--- src/rtl/dacfmt_pkg.sv ---
package dacfmt_pkg;
  localparam int unsigned WORD_W = 24;

  typedef enum logic [2:0] {SQ_IDLE, SQ_LEAD, SQ_SHIFT, SQ_LATCH, SQ_TAIL} seq_e;

  // bits per channel for a width code
  function automatic logic [4:0] width_bits(input logic [1:0] code);
    case (code)
      2'd0:    return 5'd16;
      2'd1:    return 5'd18;
      2'd2:    return 5'd20;
      default: return 5'd24;
    endcase
  endfunction

  // keep the n most significant bits, clear the rest
  function automatic logic [WORD_W-1:0] keep_top(input logic [WORD_W-1:0] w, input logic [4:0] n);
    return w & ~({WORD_W{1'b1}} >> n);
  endfunction

  // drop bit b into a left-aligned accumulator at position idx (0 = MSB)
  function automatic logic [WORD_W-1:0] place_bit(input logic [WORD_W-1:0] acc,
                                                  input logic [5:0] idx, input logic b);
    logic [WORD_W-1:0] r;
    r = acc;
    if (idx < 6'(WORD_W)) r = acc | (WORD_W'(b) << (6'(WORD_W - 1) - idx));
    return r;
  endfunction
endpackage

--- src/rtl/i2s_pair_capture.sv ---
module i2s_pair_capture
  import dacfmt_pkg::*;
#(
  parameter int unsigned CNT_W = $clog2(WORD_W) + 1
) (
  input  logic              clk,
  input  logic              rst_n,
  input  logic              bck,
  input  logic              ws,
  input  logic              sd,
  output logic              pair_stb,
  output logic [WORD_W-1:0] word_l,
  output logic [WORD_W-1:0] word_r
);
  logic [2:0]        bck_sr;
  logic [1:0]        ws_sr, sd_sr;
  logic              ws_last, locked, have_left;
  logic [WORD_W-1:0] acc, done_word;
  logic [CNT_W-1:0]  nbit;
  logic              bck_rise;

  assign bck_rise  = bck_sr[1] & ~bck_sr[2];
  assign done_word = place_bit(acc, 6'(nbit), sd_sr[1]);

  always_ff @(posedge clk) begin
    if (!rst_n) begin
      bck_sr <= '0; ws_sr <= '0; sd_sr <= '0;
      ws_last <= 1'b0; locked <= 1'b0; have_left <= 1'b0;
      acc <= '0; nbit <= '0; pair_stb <= 1'b0;
      word_l <= '0; word_r <= '0;
    end else begin
      bck_sr   <= {bck_sr[1:0], bck};
      ws_sr    <= {ws_sr[0], ws};
      sd_sr    <= {sd_sr[0], sd};
      pair_stb <= 1'b0;
      if (bck_rise) begin
        if (ws_sr[1] != ws_last) begin
          // this bit is the LSB slot of the word that just ended
          ws_last <= ws_sr[1];
          locked  <= 1'b1;
          acc     <= '0;
          nbit    <= '0;
          if (locked) begin
            if (!ws_last) begin
              word_l    <= done_word;
              have_left <= 1'b1;
            end else if (have_left) begin
              word_r    <= done_word;
              pair_stb  <= 1'b1;
              have_left <= 1'b0;
            end
          end
        end else begin
          acc <= done_word;
          if (nbit != '1) nbit <= nbit + 1'b1;
        end
      end
    end
  end
endmodule

--- src/rtl/half_tick_div.sv ---
module half_tick_div #(
  parameter int unsigned DIV_W = 8
) (
  input  logic             clk,
  input  logic             rst_n,
  input  logic [DIV_W-1:0] div,
  output logic             tick
);
  logic [DIV_W-1:0] cnt, lim;

  assign lim  = (div == '0) ? '0 : div - 1'b1;
  assign tick = (cnt >= lim);

  always_ff @(posedge clk) begin
    if (!rst_n)    cnt <= '0;
    else if (tick) cnt <= '0;
    else           cnt <= cnt + 1'b1;
  end
endmodule

--- src/rtl/slot_sequencer.sv ---
module slot_sequencer
  import dacfmt_pkg::*;
#(
  parameter int unsigned TAIL_CLKS = 2
) (
  input  logic              clk,
  input  logic              rst_n,
  input  logic              tick,
  input  logic              pair_stb,
  input  logic [WORD_W-1:0] word_l,
  input  logic [WORD_W-1:0] word_r,
  input  logic [1:0]        cfg_width,
  input  logic              cfg_lead,
  input  logic              cfg_tail,
  output logic              ph,
  output logic              slot_clk,
  output logic              dl,
  output logic              dr,
  output logic              le,
  output logic              slot_start,
  output seq_e              state
);
  localparam int unsigned CW = $clog2(WORD_W + TAIL_CLKS + 1);

  logic              pend;
  logic [WORD_W-1:0] buf_l, buf_r, sh_l, sh_r;
  logic [CW-1:0]     cnt;
  logic [4:0]        nb;

  assign nb         = width_bits(cfg_width);
  assign slot_start = tick & ph;   // bit clock falls here: new slot

  always_ff @(posedge clk) begin
    if (!rst_n) begin
      ph <= 1'b0; slot_clk <= 1'b0; dl <= 1'b0; dr <= 1'b0; le <= 1'b0;
      pend <= 1'b0; buf_l <= '0; buf_r <= '0; sh_l <= '0; sh_r <= '0;
      cnt <= '0; state <= SQ_IDLE;
    end else begin
      if (tick) ph <= ~ph;
      if (pair_stb) begin
        buf_l <= word_l;
        buf_r <= word_r;
        pend  <= 1'b1;
      end
      if (slot_start) begin
        case (state)
          SQ_IDLE: begin
            slot_clk <= 1'b0;
            if (pend) begin
              pend     <= pair_stb;
              slot_clk <= 1'b1;
              if (cfg_lead) begin
                state <= SQ_LEAD;
                sh_l  <= keep_top(buf_l, nb);
                sh_r  <= keep_top(buf_r, nb);
              end else begin
                state <= SQ_SHIFT;
                dl    <= buf_l[WORD_W-1];
                dr    <= buf_r[WORD_W-1];
                sh_l  <= keep_top(buf_l, nb) << 1;
                sh_r  <= keep_top(buf_r, nb) << 1;
                cnt   <= CW'(nb - 5'd1);
              end
            end
          end
          SQ_LEAD: begin
            state <= SQ_SHIFT;
            dl    <= sh_l[WORD_W-1];
            dr    <= sh_r[WORD_W-1];
            sh_l  <= sh_l << 1;
            sh_r  <= sh_r << 1;
            cnt   <= CW'(nb - 5'd1);
          end
          SQ_SHIFT: begin
            if (cnt != '0) begin
              dl   <= sh_l[WORD_W-1];
              dr   <= sh_r[WORD_W-1];
              sh_l <= sh_l << 1;
              sh_r <= sh_r << 1;
              cnt  <= cnt - 1'b1;
            end else begin
              state    <= SQ_LATCH;
              slot_clk <= 1'b0;
              dl       <= 1'b0;
              dr       <= 1'b0;
              le       <= 1'b1;
            end
          end
          SQ_LATCH: begin
            le <= 1'b0;
            if (cfg_tail) begin
              state    <= SQ_TAIL;
              slot_clk <= 1'b1;
              cnt      <= CW'(TAIL_CLKS - 1);
            end else begin
              state <= SQ_IDLE;
            end
          end
          default: begin
            if (cnt != '0) cnt <= cnt - 1'b1;
            else begin
              state    <= SQ_IDLE;
              slot_clk <= 1'b0;
            end
          end
        endcase
      end
    end
  end
endmodule

--- src/rtl/dac_frame_formatter.sv ---
module dac_frame_formatter
  import dacfmt_pkg::*;
#(
  parameter int unsigned DIV_W     = 8,
  parameter int unsigned TAIL_CLKS = 2
) (
  input  logic             clk,
  input  logic             rst_n,
  input  logic             i2s_bck,
  input  logic             i2s_ws,
  input  logic             i2s_sd,
  input  logic [1:0]       cfg_width,
  input  logic [DIV_W-1:0] cfg_div,
  input  logic             cfg_lead,
  input  logic             cfg_tail,
  input  logic             cfg_cont,
  input  logic             cfg_mono,
  output logic             dac_bck,
  output logic             dac_dl,
  output logic             dac_dr,
  output logic             dac_le,
  output logic             dac_le_aux
);
  logic              tick, pair_stb, ph, slot_clk, slot_start, le_int;
  logic [WORD_W-1:0] word_l, word_r;
  seq_e              seq_st;
  logic              seq_idle, seq_lead;

  assign seq_idle = (seq_st == SQ_IDLE);
  assign seq_lead = (seq_st == SQ_LEAD);

  i2s_pair_capture u_cap (
    .clk(clk), .rst_n(rst_n), .bck(i2s_bck), .ws(i2s_ws), .sd(i2s_sd),
    .pair_stb(pair_stb), .word_l(word_l), .word_r(word_r)
  );

  half_tick_div #(.DIV_W(DIV_W)) u_div (
    .clk(clk), .rst_n(rst_n), .div(cfg_div), .tick(tick)
  );

  slot_sequencer #(.TAIL_CLKS(TAIL_CLKS)) u_seq (
    .clk(clk), .rst_n(rst_n), .tick(tick), .pair_stb(pair_stb),
    .word_l(word_l), .word_r(word_r), .cfg_width(cfg_width),
    .cfg_lead(cfg_lead), .cfg_tail(cfg_tail), .ph(ph), .slot_clk(slot_clk),
    .dl(dac_dl), .dr(dac_dr), .le(le_int), .slot_start(slot_start), .state(seq_st)
  );

  assign dac_bck    = ph & (cfg_cont | slot_clk);
  assign dac_le     = le_int;
  assign dac_le_aux = le_int & cfg_mono;
endmodule

--- config.mk ---
export PLATFORM = sky130hd
export DESIGN_NAME = dac_frame_formatter
export DESIGN_NICKNAME = d
export VERILOG_FILES = /design/src/rtl/dacfmt_pkg.sv /design/src/rtl/i2s_pair_capture.sv /design/src/rtl/half_tick_div.sv /design/src/rtl/slot_sequencer.sv /design/src/rtl/dac_frame_formatter.sv
export SDC_FILE = /design/constraint.sdc
export NUM_CORES = 1
export LEC_CHECK = 0
export ABC_AREA = 0
export CAP_MARGIN = 20
export CORE_MARGIN = 3
export CORE_UTILIZATION = 40
export DETAILED_ROUTE_END_ITERATION = 6
export PLACE_DENSITY = 0.52
export SKIP_LAST_GASP = 1
export SYNTH_ARGS = -nofsm -noshare
export SYNTH_HDL_FRONTEND = slang
export SYNTH_SLANG_ARGS = --single-unit
--- constraint.sdc ---
create_clock -name clk -period 7.09 [get_ports clk]
set_input_delay 1.418 -clock clk [delete_from_list [all_inputs] [get_ports clk]]
set_output_delay 1.418 -clock clk [all_outputs]
set_load 0.01 [all_outputs]
# After elaboration in Yosys (flattened, before gate mapping)
# Index checks and enable logic that the tools add are counted.
[op_classes]
addsub = 6
mul = 0
div_mod_pow = 0
magnitude_cmp = 2
n_eq_ne = 14
shift = 2
mux = 45
bitwise = 14
reduce_logical = 21
[op_table]
columns = ["operator", "count"]
rows = [
  ["two-way mux 24 bit", 8],
  ["one-hot mux 24 bit (3 select lines)", 2],
  ["AND 24 bit", 2],
  ["NOT 24 bit", 1],
  ["bitwise OR 24 bit", 1],
  ["left shift 1 x 6 -> 24 bit", 1],
  ["right shift 24 x 5 -> 24 bit (first input constant)", 1],
  ["two-way mux 5 bit", 4],
  ["AND reduction 4 bit", 5],
  ["two-way mux 1 bit", 16],
  ["one-hot mux 5 bit (3 select lines)", 1],
  ["AND reduction 5 bit", 3],
  ["two-way mux 3 bit", 4],
  ["two-way mux 6 bit", 2],
  ["one-hot mux 3 bit (4 select lines)", 1],
  ["one-hot mux 4 bit (3 select lines)", 1],
  ["subtractor 5 x 1 -> 5 bit (second input constant)", 2],
  ["one-hot mux 1 bit (3 select lines)", 3],
  ["adder 8 x 1 -> 8 bit (second input constant)", 1],
  ["greater-or-equal comparator 8 bit", 1],
  ["zero test 8 bit", 1],
  ["two-way mux 8 bit", 1],
  ["subtractor 8 x 1 -> 8 bit (second input constant)", 1],
  ["adder 6 x 1 -> 6 bit (second input constant)", 1],
  ["other kinds (26)", 40],
]
[totals]
ff_bits = 207
latch_bits = 0
ram_bits = 0
mem_bits_ro = 0
input_bits = 19
output_inout_bits = 5
mem_count = 0

# Logic depth before layout (Yosys ltp)
# Gate-level depths: netlist of the first run.
[logic_depth]
depth_word = 8
ltp_mapped = 14

# Modules after synthesis
# From an unflattened synthesis of the first run, not the netlist that was laid out.
[unflattened]
hier_cells = 1033
area_unflattened_um2 = 9263.9
[by_module_without_submodules]
columns = ["mod", "instances", "cells_each", "area_each_um2"]
rows = [
  ["slot_sequencer", 1, 593, 5308.8],
  ["i2s_pair_capture", 1, 362, 3269.4],
  ["half_tick_div", 1, 76, 671.9],
  ["dac_frame_formatter", 1, 2, 13.8],
]

# Worst setup path before layout of the first run
# OpenSTA, ideal clock, no wires.
[synth_path]
kind = "in2reg"
startpoint = "input port cfg_div[0]"
endpoint = "register u_seq.sh_l[5]"
setup_ns = 0.080
t_arrival_ns = 3.822
path_slack_ns = 3.188
cell_stages = 14
path_buffers = 2
path_cell_list = "inv_1 ha_1 nand2_1 or3_1 nor3b_1 a21oi_1 ha_1 and4_1 and2_1 a32o_2 and2_4 buf_6 buf_6 a211oi_2"
[synth_via]
elab_chain_len = 5
word_cells_on_any_way = 6
classes_between = "1 x add/sub; 1 x order compare; 1 x mux; 1 x bitwise; 2 x reduce/logical"
[synth_rtl]
columns = ["element", "line_no", "text"]
rows = [
  ["start, declared", "dac_frame_formatter.sv:13", "input logic [DIV_W-1:0] cfg_div,"],
  ["subtractor 8 x 1 -> 8 bit or zero test 8 bit (tied branches)", "half_tick_div.sv:11", "assign lim = (div == '0) ? '0 : div - 1'b1;"],
  ["two-way mux 8 bit (*)", "half_tick_div.sv:11", ""],
  ["greater-or-equal comparator 8 bit (*)", "half_tick_div.sv:12", "assign tick = (cnt >= lim);"],
  ["AND 1 bit (*)", "slot_sequencer.sv:31", "assign slot_start = tick & ph;"],
  ["AND reduction 4 bit (no line) (*)", "-", ""],
  ["end signal, assigned", "slot_sequencer.sv:54", "sh_l <= keep_top(buf_l, nb);"],
  ["end signal, assigned", "slot_sequencer.sv:60", "sh_l <= keep_top(buf_l, nb) << 1;"],
  ["end signal, assigned", "slot_sequencer.sv:70", "sh_l <= sh_l << 1;"],
  ["end, declared", "slot_sequencer.sv:26", "logic [WORD_W-1:0] buf_l, buf_r, sh_l, sh_r;"],
]
# Every way passes the cells marked *; elsewhere a longest branch is shown, timed or not.
# A chain may end at the register's enable or synchronous reset.

# Worst setup path after layout of the first run
[layout_path]
startpoint = "input port cfg_div[0]"
endpoint = "register u_seq.sh_r[13]"
[layout_via]
elab_chain_len = 5
word_cells_on_any_way = 6
classes_between = "1 x add/sub; 1 x order compare; 1 x mux; 1 x bitwise; 2 x reduce/logical"
[layout_rtl]
columns = ["element", "line_no", "text"]
rows = [
  ["subtractor 8 x 1 -> 8 bit or zero test 8 bit (tied branches)", "half_tick_div.sv:11", ""],
  ["two-way mux 8 bit (*)", "half_tick_div.sv:11", ""],
  ["greater-or-equal comparator 8 bit (*)", "half_tick_div.sv:12", ""],
  ["AND 1 bit (*)", "slot_sequencer.sv:31", ""],
  ["AND reduction 4 bit (no line) (*)", "-", ""],
  ["end signal, assigned", "slot_sequencer.sv:55", "sh_r <= keep_top(buf_r, nb);"],
  ["end signal, assigned", "slot_sequencer.sv:61", "sh_r <= keep_top(buf_r, nb) << 1;"],
  ["end signal, assigned", "slot_sequencer.sv:71", "sh_r <= sh_r << 1;"],
  ["end, declared", "slot_sequencer.sv:26", ""],
]
# Marked as above.

==> qor.txt, run 1 <==
run status = finished, final reports clean
Num CTS Buffers = 24
Core Area = 0.0222 mm²
fillers = 2167
grt ovf = 0
Setup Buffers After CTS = 0
Synth area leaders = dfxtp_1 45%, mux2i_1 14%, nor2_1 6.2%, nand2_1 4.7%, a211oi_1 4.3%
vias per inst = 5.18
max_cap viols = 0
FF-to-FF path depth = 8
commonest non-fill, non-tap cell in the layout = dfxtp_1
P per Cell Area = 232 mW/mm²
Buf+Inv Stages, Crit Path = 3
Initial Util = 41.4%
post-CTS sizing = 0
flops & latches, synth = 207
die area = 0.0249 mm²
area grow syn2layout = 11.3%
worst hold path class = register to register
Slowest-stage cell, CP = a32o_2
largest net degree at the start of global routing = 99
VDD IR max = 0.000146 V
Synth Net Count = 1074
CTS tree = done
vias in the first global route = 6523
most frequent cells in the layout = 206 x dfxtp_1, 153 x nor2_1, 127 x mux2i_1
Slew @ Worst Pin = 1.04 ns
final hold viol count = 0
ANT cells = 0
initial antenna violation count = 0
reg2reg setup slack = 4.29 ns
Register Area = 0.00415 mm²
Reg2Reg Launch Point = u_div.cnt[0]
drt pass-1 iters = 6
crit-path most repeated cell = ha_1
Detailed Route Iter0 Violations = 341
Slew HR = 30.6%
CP Class = input port to register
Arr. time, crit path = 5.00 ns
final setup fails = 0
RSZ-0062 raised after global routing = false
via count = 6796
All-Layer GR Usage = 16.0%
Site Rows = 54
leak pwr = 3.91 nW
Die X = 158 µm
root buffer cell = clkbuf_16
synth warn = 0
Slew Limit Fails = 0
crit path from = cfg_div[0]
end of the worst register-to-register path = u_seq.sh_r[13]
clock-pin slew on the worst setup and hold paths = 0.05 ns
HP Start = u_cap.ws_sr[0]
top_reg_cell synth = dfxtp_1
Detailed Place HPWL = 12300 µm
wirelength, routed = 19700 µm
Final ANT Viol Nets = 0
Worst Path Required = 7.47 ns
CP max stage delay = 0.58 ns
Critical Path End Type = register
# hold bufs at CTS = 0
Post-Syn Area per Cell = 8.86 µm²
Final Cycle Share = 65.1%
critical-path maximum fanout = 25
share of layout cells above drive strength 1 = 6.60%
Crit path depth = 14
H-tree depth = 1
final hold slack = 0.431 ns
async set or reset register ratio after synthesis = 0%
Worst path top cell family by delay = simple AND/OR/NAND/NOR gates
Sink Count = 207
CP cell instances = clkdlybuf4s50_1 -> inv_1 -> ha_1 -> nand2_1 -> or3_1 -> nor3b_1 -> a21oi_1 -> ha_1 -> and4_1 -> and2_1 -> a32o_2 -> nand2_2 -> buf_12 -> mux2i_1
# IOs = 24
Netlist cell types = 57
setup tns final = 0 ns
maximum clock frequency = 217 MHz
Net count, final = 1052
area of the multi-input gates = 0.00469 mm²
Period minus WS final = 4.61 ns
worst skew pair latency = 0.51 ns
Seq/Total Area, Yosys = 45.0%
number of synthesized flops with an enable pin = 0
Synth top area share = 45.0%
routed wire length per instance = 15.0 µm
Max Root-Sink Buffers = 3
port buffer count = 23
crit start category = input port
Worst Setup EP = u_seq.sh_r[13]
first-pass GRT wire length = 33400 µm
post-synth top area cell = dfxtp_1
Synth Cell Area = 0.00921 mm²
Die H = 158 µm
Max Clock Skew = 0.0171 ns
synthesized instance count = 1040
Placer Congestion = 0.740
drt drc = 0
-- layout make-up --
cell class | count | area share, %
flip-flops and latches | 207 | 40.4
multi-input cells | 743 | 45.8
inverters | 8 | 0.305
well taps | 280 | 3.42
clock inverters | 5 | 0.598
clock buffers | 34 | 6.32
repair buffers | 34 | 3.17
-- routing by layer --
metal	vias to the layer above	part of all wire (%)	global-route usage (%)
met5	-	0	0
met4	0	1.5	3.88
met3	26	3.3	2.38
met2	98	42	24.7
met1	3059	54	23.6
li1	3613	-	-
-- where the power goes --
group / internal, mW / switching [mW]
Combinational: 0.0310 / 0.0538
Clock: 0.668 / 0.452
Sequential: 1.17 / 0.00387
-- synth_stat cells, types with 12 or more instances --
cell and number:
nand2_1 116, nor2_1 153, clkbuf_1 51, o211ai_1 36
nand3_1 12, ha_1 15, buf_1 14, a211oi_1 53
dfxtp_1 207, a21oi_1 64, mux2i_1 127, nor3_1 42
-- per-stage QoR --
stage                     total power [mW]  utilization [%]  cell area (µm²)  setup slack, ns  instances
after floorplan                       1.25                -             9210             3.19       1040
after detailed placement              1.28             42.8             9510             1.68       1270
after CTS                             2.41             46.0            10200             2.20       1309
final                                 2.38             46.1            10300             2.48       1311
after global placement                1.28             42.8             9510             1.74       1270
after global routing                  2.47             46.1            10300             2.18       1311
-- cells by family after synthesis --
family | Yosys count | synth area share [%]
AND/OR/NAND/NOR | 384 | 18.3
flip-flops | 207 | 45.0
AO/OA/AOI/OAI | 198 | 14.8
multiplexers | 130 | 14.2
buffers and inverters | 90 | 4.14
XOR/XNOR | 16 | 1.52
adder cells (fa/ha/maj) | 15 | 2.04
-- worst reg2reg max path, stage by stage, from the launching register on --
cell and delay (ns):
dfxtp_1 0.43, inv_1 0.08, ha_1 0.28, nand2b_1 0.14
a2111o_1 0.44, a32o_2 0.48, nand2_2 0.41, buf_12 0.26
mux2i_1 0.22
-- sequential cells by signal (all words and copies together) (netlist names), 5 cells and up --
register and cells:
u_cap.word_l 24, u_seq.buf_r 24, u_seq.cnt 5, u_cap.word_r 24, u_seq.sh_r 24, u_div.cnt 8, u_seq.buf_l 24, u_seq.sh_l 24
u_cap.acc 24, u_cap.nbit 6
-- worst min path at each step --
stage                      endpoint  slack [ns]  cells past startpoint
floorplan           u_cap.bck_sr[1]        0.41                      1
detailed placement   u_cap.ws_sr[1]        0.42                      1
global placement     u_cap.ws_sr[1]        0.41                      1
finish               u_cap.ws_sr[1]        0.43                      1
CTS                  u_cap.ws_sr[1]        0.43                      1
global route        u_cap.bck_sr[1]        0.45                      1
No activity file was read; power rests on OpenSTA's default activity.
==> inputs of run 2 (changes only) <==
==> constraint.sdc (replaced) <==
create_clock -name clk -period 4.7 [get_ports clk]
set_input_delay 0.94 -clock clk [delete_from_list [all_inputs] [get_ports clk]]
set_output_delay 0.94 -clock clk [all_outputs]
set_load 0.01 [all_outputs]
==> run 2 against run 1 <==
Against the previous run: cell area is 0.89% higher; via count is 2.2% higher; wire length is 3.4% higher; final cell count is 0.31% higher; core utilization is 0.41 points higher; non-clock buffer count is 3 higher; worst setup slack worse by 1.5 ns; sequential share of layout area is 0.36 points lower.
==> qor.txt, run 2 (synthesized netlist as in run 1, its figures left out) <==
run status = finished, final reports clean
Worst Path Required = 5.13 ns (-2.34 ns)
hold depth = 1 (unchanged)
RSZ-0062 raised after global routing = false
root buffer cell = clkbuf_16
Area after DPL = 0.00958 mm² (+0.74%)
Site Rows = 54 (unchanged)
routed wire length per instance = 15.5 µm (+3.1%)
Reg2Reg Launch Point = u_cap.ws_last
grt ovf = 0 (unchanged)
setup tns final = 0 ns (unchanged)
Num CTS Buffers = 24 (unchanged)
Net count, final = 1055 (+0.29%)
Detailed Route Iter0 Violations = 380 (+11%)
VDD IR max = 0.000268 V (+84%)
share of layout cells above drive strength 1 = 7.54% (+0.94 points)
max_cap viols = 0 (unchanged)
crit start category = input port
worst hold path class = register to register
Slew @ Worst Pin = 1.06 ns (+0.0216 ns)
most frequent cells in the layout = 206 x dfxtp_1, 153 x nor2_1, 127 x mux2i_1
via count = 6946 (+2.2%)
final setup fails = 0 (unchanged)
Placer Congestion = 0.767 (+3.7%)
vias in the first global route = 6577 (+0.83%)
Slew HR = 29.0% (-1.6 points)
Initial Util = 41.4% (unchanged)
Arr. time, crit path = 4.15 ns (-0.85 ns)
H-tree depth = 1 (unchanged)
leak pwr = 3.97 nW (+1.5%)
maximum clock frequency = 269 MHz
end of the worst register-to-register path = u_cap.word_r[23]
final hold viol count = 0 (unchanged)
largest net degree at the start of global routing = 90 (-9.1%)
port buffer count = 23 (unchanged)
Final ANT Viol Nets = 0 (unchanged)
Worst Hold End = u_cap.ws_sr[1]
# IOs = 24 (unchanged)
All-Layer GR Usage = 16.7% (+0.64 points)
wirelength, routed = 20300 µm (+3.4%)
CTS tree = done
Sink Count = 207 (unchanged)
critical-path maximum fanout = 33 (+32%)
worst skew pair latency = 0.51 ns (about the same)
FF-to-FF path depth = 7 (-1)
Max Root-Sink Buffers = 3 (unchanged)
drt pass-1 iters = 4 (-2)
Die H = 158 µm (unchanged)
Max Clock Skew = 0.0165 ns (-0.000526 ns)
P per Cell Area = 357 mW/mm² (+54%)
CP Class = input port to register
Final Cycle Share = 79.2%
clock-pin slew on the worst setup and hold paths = 0.06 ns (about the same)
Slew Limit Fails = 0 (unchanged)
Period minus WS final = 3.72 ns
design area = 0.0103 mm² (+0.89%)
Core Area = 0.0222 mm² (unchanged)
commonest non-fill, non-tap cell in the layout = dfxtp_1
ANT cells = 0 (unchanged)
Die X = 158 µm (unchanged)
post-CTS sizing = 0 (unchanged)
Setup Buffers After CTS = 0 (unchanged)
first-pass GRT wire length = 34300 µm (+2.8%)
fillers = 2129 (-1.8%)
vias per inst = 5.28 (+1.9%)
Detailed Place HPWL = 13300 µm (+8.1%)
die area = 0.0249 mm² (unchanged)
HP Start = u_cap.ws_sr[0]
# hold bufs at CTS = 0 (unchanged)
area grow syn2layout = 12.3%
reg2reg setup slack = 2.06 ns (-2.23 ns)
drt drc = 0 (unchanged)
Critical Path End Type = register
initial antenna violation count = 0 (unchanged)
==> run 2: cell type report <==
class                   instances  area, µm²  area share (%)
multi-input cells             743       4690            45.3
flip-flops and latches        207       4150            40.1
clock buffers                  33        706            6.82
repair buffers                 37        360            3.48
well taps                     280        350            3.39
clock inverters                 7       60.1           0.581
inverters                       8       31.3           0.302
==> run 2: where the power goes <==
group / switching [mW] / internal (mW)
logic: 0.0824 / 0.0484
clock network: 0.701 / 1.09
registers: 0.00589 / 1.76
==> run 2: worst max-delay path: stages <==
cell             delay [ns]
clkdlybuf4s50_1        0.44
inv_1                  0.09
ha_1                   0.24
nand2_1                0.11
or3_1                  0.34
nor3b_1                0.21
a21oi_1                0.07
ha_1                   0.29
and4_1                 0.21
and2_1                 0.17
a32o_2                 0.40
nand2_2                0.13
buf_12                 0.25
mux2i_1                0.22
==> run 2: worst max-delay path by stage <==
| stage | from | end | slack [ns] | cells after the start |
|---|---|---|---|---|
| after floorplan | cfg_div[0] | u_seq.sh_l[5] | 1.28 | 14 |
| after global placement | cfg_div[0] | u_seq.sh_r[22] | 0.54 | 13 |
| after detailed placement | cfg_div[0] | u_seq.sh_r[22] | 0.48 | 13 |
| after CTS | cfg_div[0] | u_seq.sh_r[9] | 1.02 | 14 |
| after global routing | cfg_div[0] | u_seq.sh_l[6] | 0.76 | 14 |
| final | cfg_div[0] | u_seq.sh_l[11] | 0.98 | 14 |
==> run 2: routing by layer <==
metal  share of wire (%)  wire length, µm  GRT usage, %  up-vias
li1                    -                -             -     3638
met1                  53            10800          25.3     3181
met2                  42             8450          24.9      102
met3                 3.6              742          2.57       25
met4                 1.5              301          3.88        0
met5                   0                0             0        -
==> run 2: stage by stage <==
step / power (mW) / setup WS, ns / instances / util [%] / hold WS (ns)
floorplan: 1.89 / 1.28 / 1040 / - / 0.412
global placement: 1.94 / 0.544 / 1274 / 43.0 / 0.413
detailed placement: 1.94 / 0.483 / 1275 / 43.1 / 0.420
CTS: 3.75 / 1.02 / 1315 / 46.5 / 0.434
global route: 3.84 / 0.757 / 1315 / 46.5 / 0.443
finish: 3.69 / 0.980 / 1315 / 46.5 / 0.432
==> inputs of run 3 (changes only) <==
==> constraint.sdc (replaced) <==
create_clock -name clk -period 3.85 [get_ports clk]
set_input_delay 0.77 -clock clk [delete_from_list [all_inputs] [get_ports clk]]
set_output_delay 0.77 -clock clk [all_outputs]
set_load 0.01 [all_outputs]
==> run 3 against run 2 <==
Against the previous run: critical path depth is the same; global-route usage fell by 0.82 points; core utilization increased by 0.44 points; clock-buffer cell count up 2; worst hold slack about the same; wire length shrank 4.2%; worst setup slack worse by 0.41 ns; largest power group unchanged; highest routed layer unchanged.
==> qor.txt, run 3 (synthesized netlist as in run 1, its figures left out) <==
leak pwr = 4.01 nW (+0.98%)
worst hold path class = register to register
Site Rows = 54 (unchanged)
Placer Congestion = 0.768 (about the same)
CTS tree = done
All-Layer GR Usage = 15.8% (-0.82 points)
vias per inst = 5.16 (-2.3%)
Max Root-Sink Buffers = 3 (unchanged)
Final Cycle Share = 85.3%
routed wire length per instance = 14.8 µm (-4.5%)
HP Start = u_cap.ws_sr[0]
initial antenna violation count = 0 (unchanged)
max_cap viols = 0 (unchanged)
FF-to-FF path depth = 5 (-2)
end of the worst register-to-register path = u_seq.sh_l[8]
Period minus WS final = 3.28 ns
CP max stage delay = 0.42 ns (-0.02 ns)
critical-path maximum fanout = 9 (-73%)
Setup Buffers After CTS = 0 (unchanged)
area grow syn2layout = 13.4%
crit start category = input port
Slew HR = 31.2% (+2.2 points)
Slowest-stage cell, CP = clkdlybuf4s50_1
Worst Path Required = 4.24 ns (-0.89 ns)
setup tns final = 0 ns (unchanged)
first-pass GRT wire length = 33200 µm (-3.3%)
Final ANT Viol Nets = 0 (unchanged)
largest net degree at the start of global routing = 109 (+21%)
Slew @ Worst Pin = 1.03 ns (-0.0322 ns)
crit-path most repeated cell = ha_1
commonest non-fill, non-tap cell in the layout = dfxtp_1
final hold viol count = 0 (unchanged)
wirelength, routed = 19500 µm (-4.2%)
via count = 6813 (-1.9%)
reg2reg setup slack = 1.42 ns (-0.64 ns)
root buffer cell = clkbuf_16
Initial Util = 41.4% (unchanged)
Worst path top cell family by delay = simple AND/OR/NAND/NOR gates
Pwr Total = 4.59 mW (+24%)
VDD IR max = 0.000252 V (-6.1%)
drt pass-1 iters = 4 (unchanged)
# IOs = 24 (unchanged)
final setup fails = 0 (unchanged)
post-CTS sizing = 0 (unchanged)
Arr. time, crit path = 3.68 ns (-0.47 ns)
worst skew pair latency = 0.50 ns (about the same)
ANT cells = 0 (unchanged)
Slew Limit Fails = 0 (unchanged)
CP Class = input port to register
vias in the first global route = 6567 (-0.15%)
CP cell instances = clkdlybuf4s50_1 -> inv_1 -> ha_1 -> nand2_1 -> or3_1 -> nor3b_1 -> a21oi_1 -> ha_1 -> and4_1 -> and2_1 -> a32o_2 -> buf_12 -> and3_1 -> o221a_2
Critical Path End Type = register
Max Clock Skew = 0.00957 ns (-0.00696 ns)
Buf+Inv Stages, Crit Path = 3 (unchanged)
# hold bufs at CTS = 0 (unchanged)
RSZ-0062 raised after global routing = false
most frequent cells in the layout = 206 x dfxtp_1, 153 x nor2_1, 127 x mux2i_1
Reg2Reg Launch Point = u_seq.state[1]
die area = 0.0249 mm² (unchanged)
Core Area = 0.0222 mm² (unchanged)
port buffer count = 23 (unchanged)
drt drc = 0 (unchanged)
Detailed Place HPWL = 12700 µm (-4.6%)
Net count, final = 1060 (+0.47%)
Detailed Route Iter0 Violations = 377 (-0.79%)
Die H = 158 µm (unchanged)
run status = finished, final reports clean
share of layout cells above drive strength 1 = 7.88% (+0.35 points)
Worst Hold End = u_cap.ws_sr[1]
grt ovf = 0 (unchanged)
hold depth = 1 (unchanged)
Die X = 158 µm (unchanged)
P per Cell Area = 439 mW/mm² (+23%)
Num CTS Buffers = 24 (unchanged)
Sink Count = 207 (unchanged)
clock-pin slew on the worst setup and hold paths = 0.05 ns (about the same)
maximum clock frequency = 305 MHz
H-tree depth = 1 (unchanged)
## run 3: changes by cell type in the layout (fill, tap and decap cells not counted)
| cell | delta |
|---|---|
| clkinv_2 | -4 |
| buf_4 | +3 |
| buf_12 | +2 |
| bufinv_16 | +1 |
| clkbuf_1 | +1 |
| clkbuf_8 | +1 |
| clkinvlp_4 | +1 |
## run 3: area by class of cell
class | instances | area [µm²]
Clock buffer | 35 | 723
Fill cell | 2174 | 11800
Inverter | 8 | 31.3
Multi-Input combinational cell | 743 | 4690
Sequential cell | 207 | 4150
Tap cell | 280 | 350
Timing Repair Buffer | 42 | 423
Clock inverter | 5 | 77.6
## run 3: report_power, final
group,switching (mW),total [mW],leakage (nW),internal (mW)
sequential,0.00708,2.16,1.67,2.15
clock,0.847,2.27,0.392,1.42
combinational,0.0997,0.161,1.94,0.0609
total,0.954,4.59,4.01,3.63
## run 3: how the worst max path moves through the flow
stage	end	slack (ns)	from	cells after the start
2_1_floorplan	u_seq.sh_l[5]	0.60	cfg_div[0]	14
3_3_place_gp	u_seq.dl	0.05	cfg_div[0]	14
3_5_place_dp	u_seq.dr	0.06	cfg_div[0]	14
4_1_cts	u_seq.dr	0.58	cfg_div[0]	14
5_1_grt	u_seq.sh_l[3]	0.37	cfg_div[1]	14
6_report	u_seq.dr	0.57	cfg_div[0]	14
## run 3: metal layers
metal / share of wire (%) / track usage (%)
met5: 0 / 0
met4: 2.0 / 4.17
met3: 2.9 / 2.24
met2: 41 / 24.1
met1: 54 / 23.5
## run 3: through the flow
step	instance area (µm²)	util, %	worst slack (ns)	hold slack, ns	cells
final	10400	47.0	0.567	0.432	1320
after global routing	10400	47.0	0.372	0.449	1320
after CTS	10400	46.9	0.583	0.437	1319
after detailed placement	9630	43.3	0.0568	0.422	1279
after global placement	9630	43.3	0.0521	0.414	1279
after floorplan	9210	-	0.596	0.412	1040
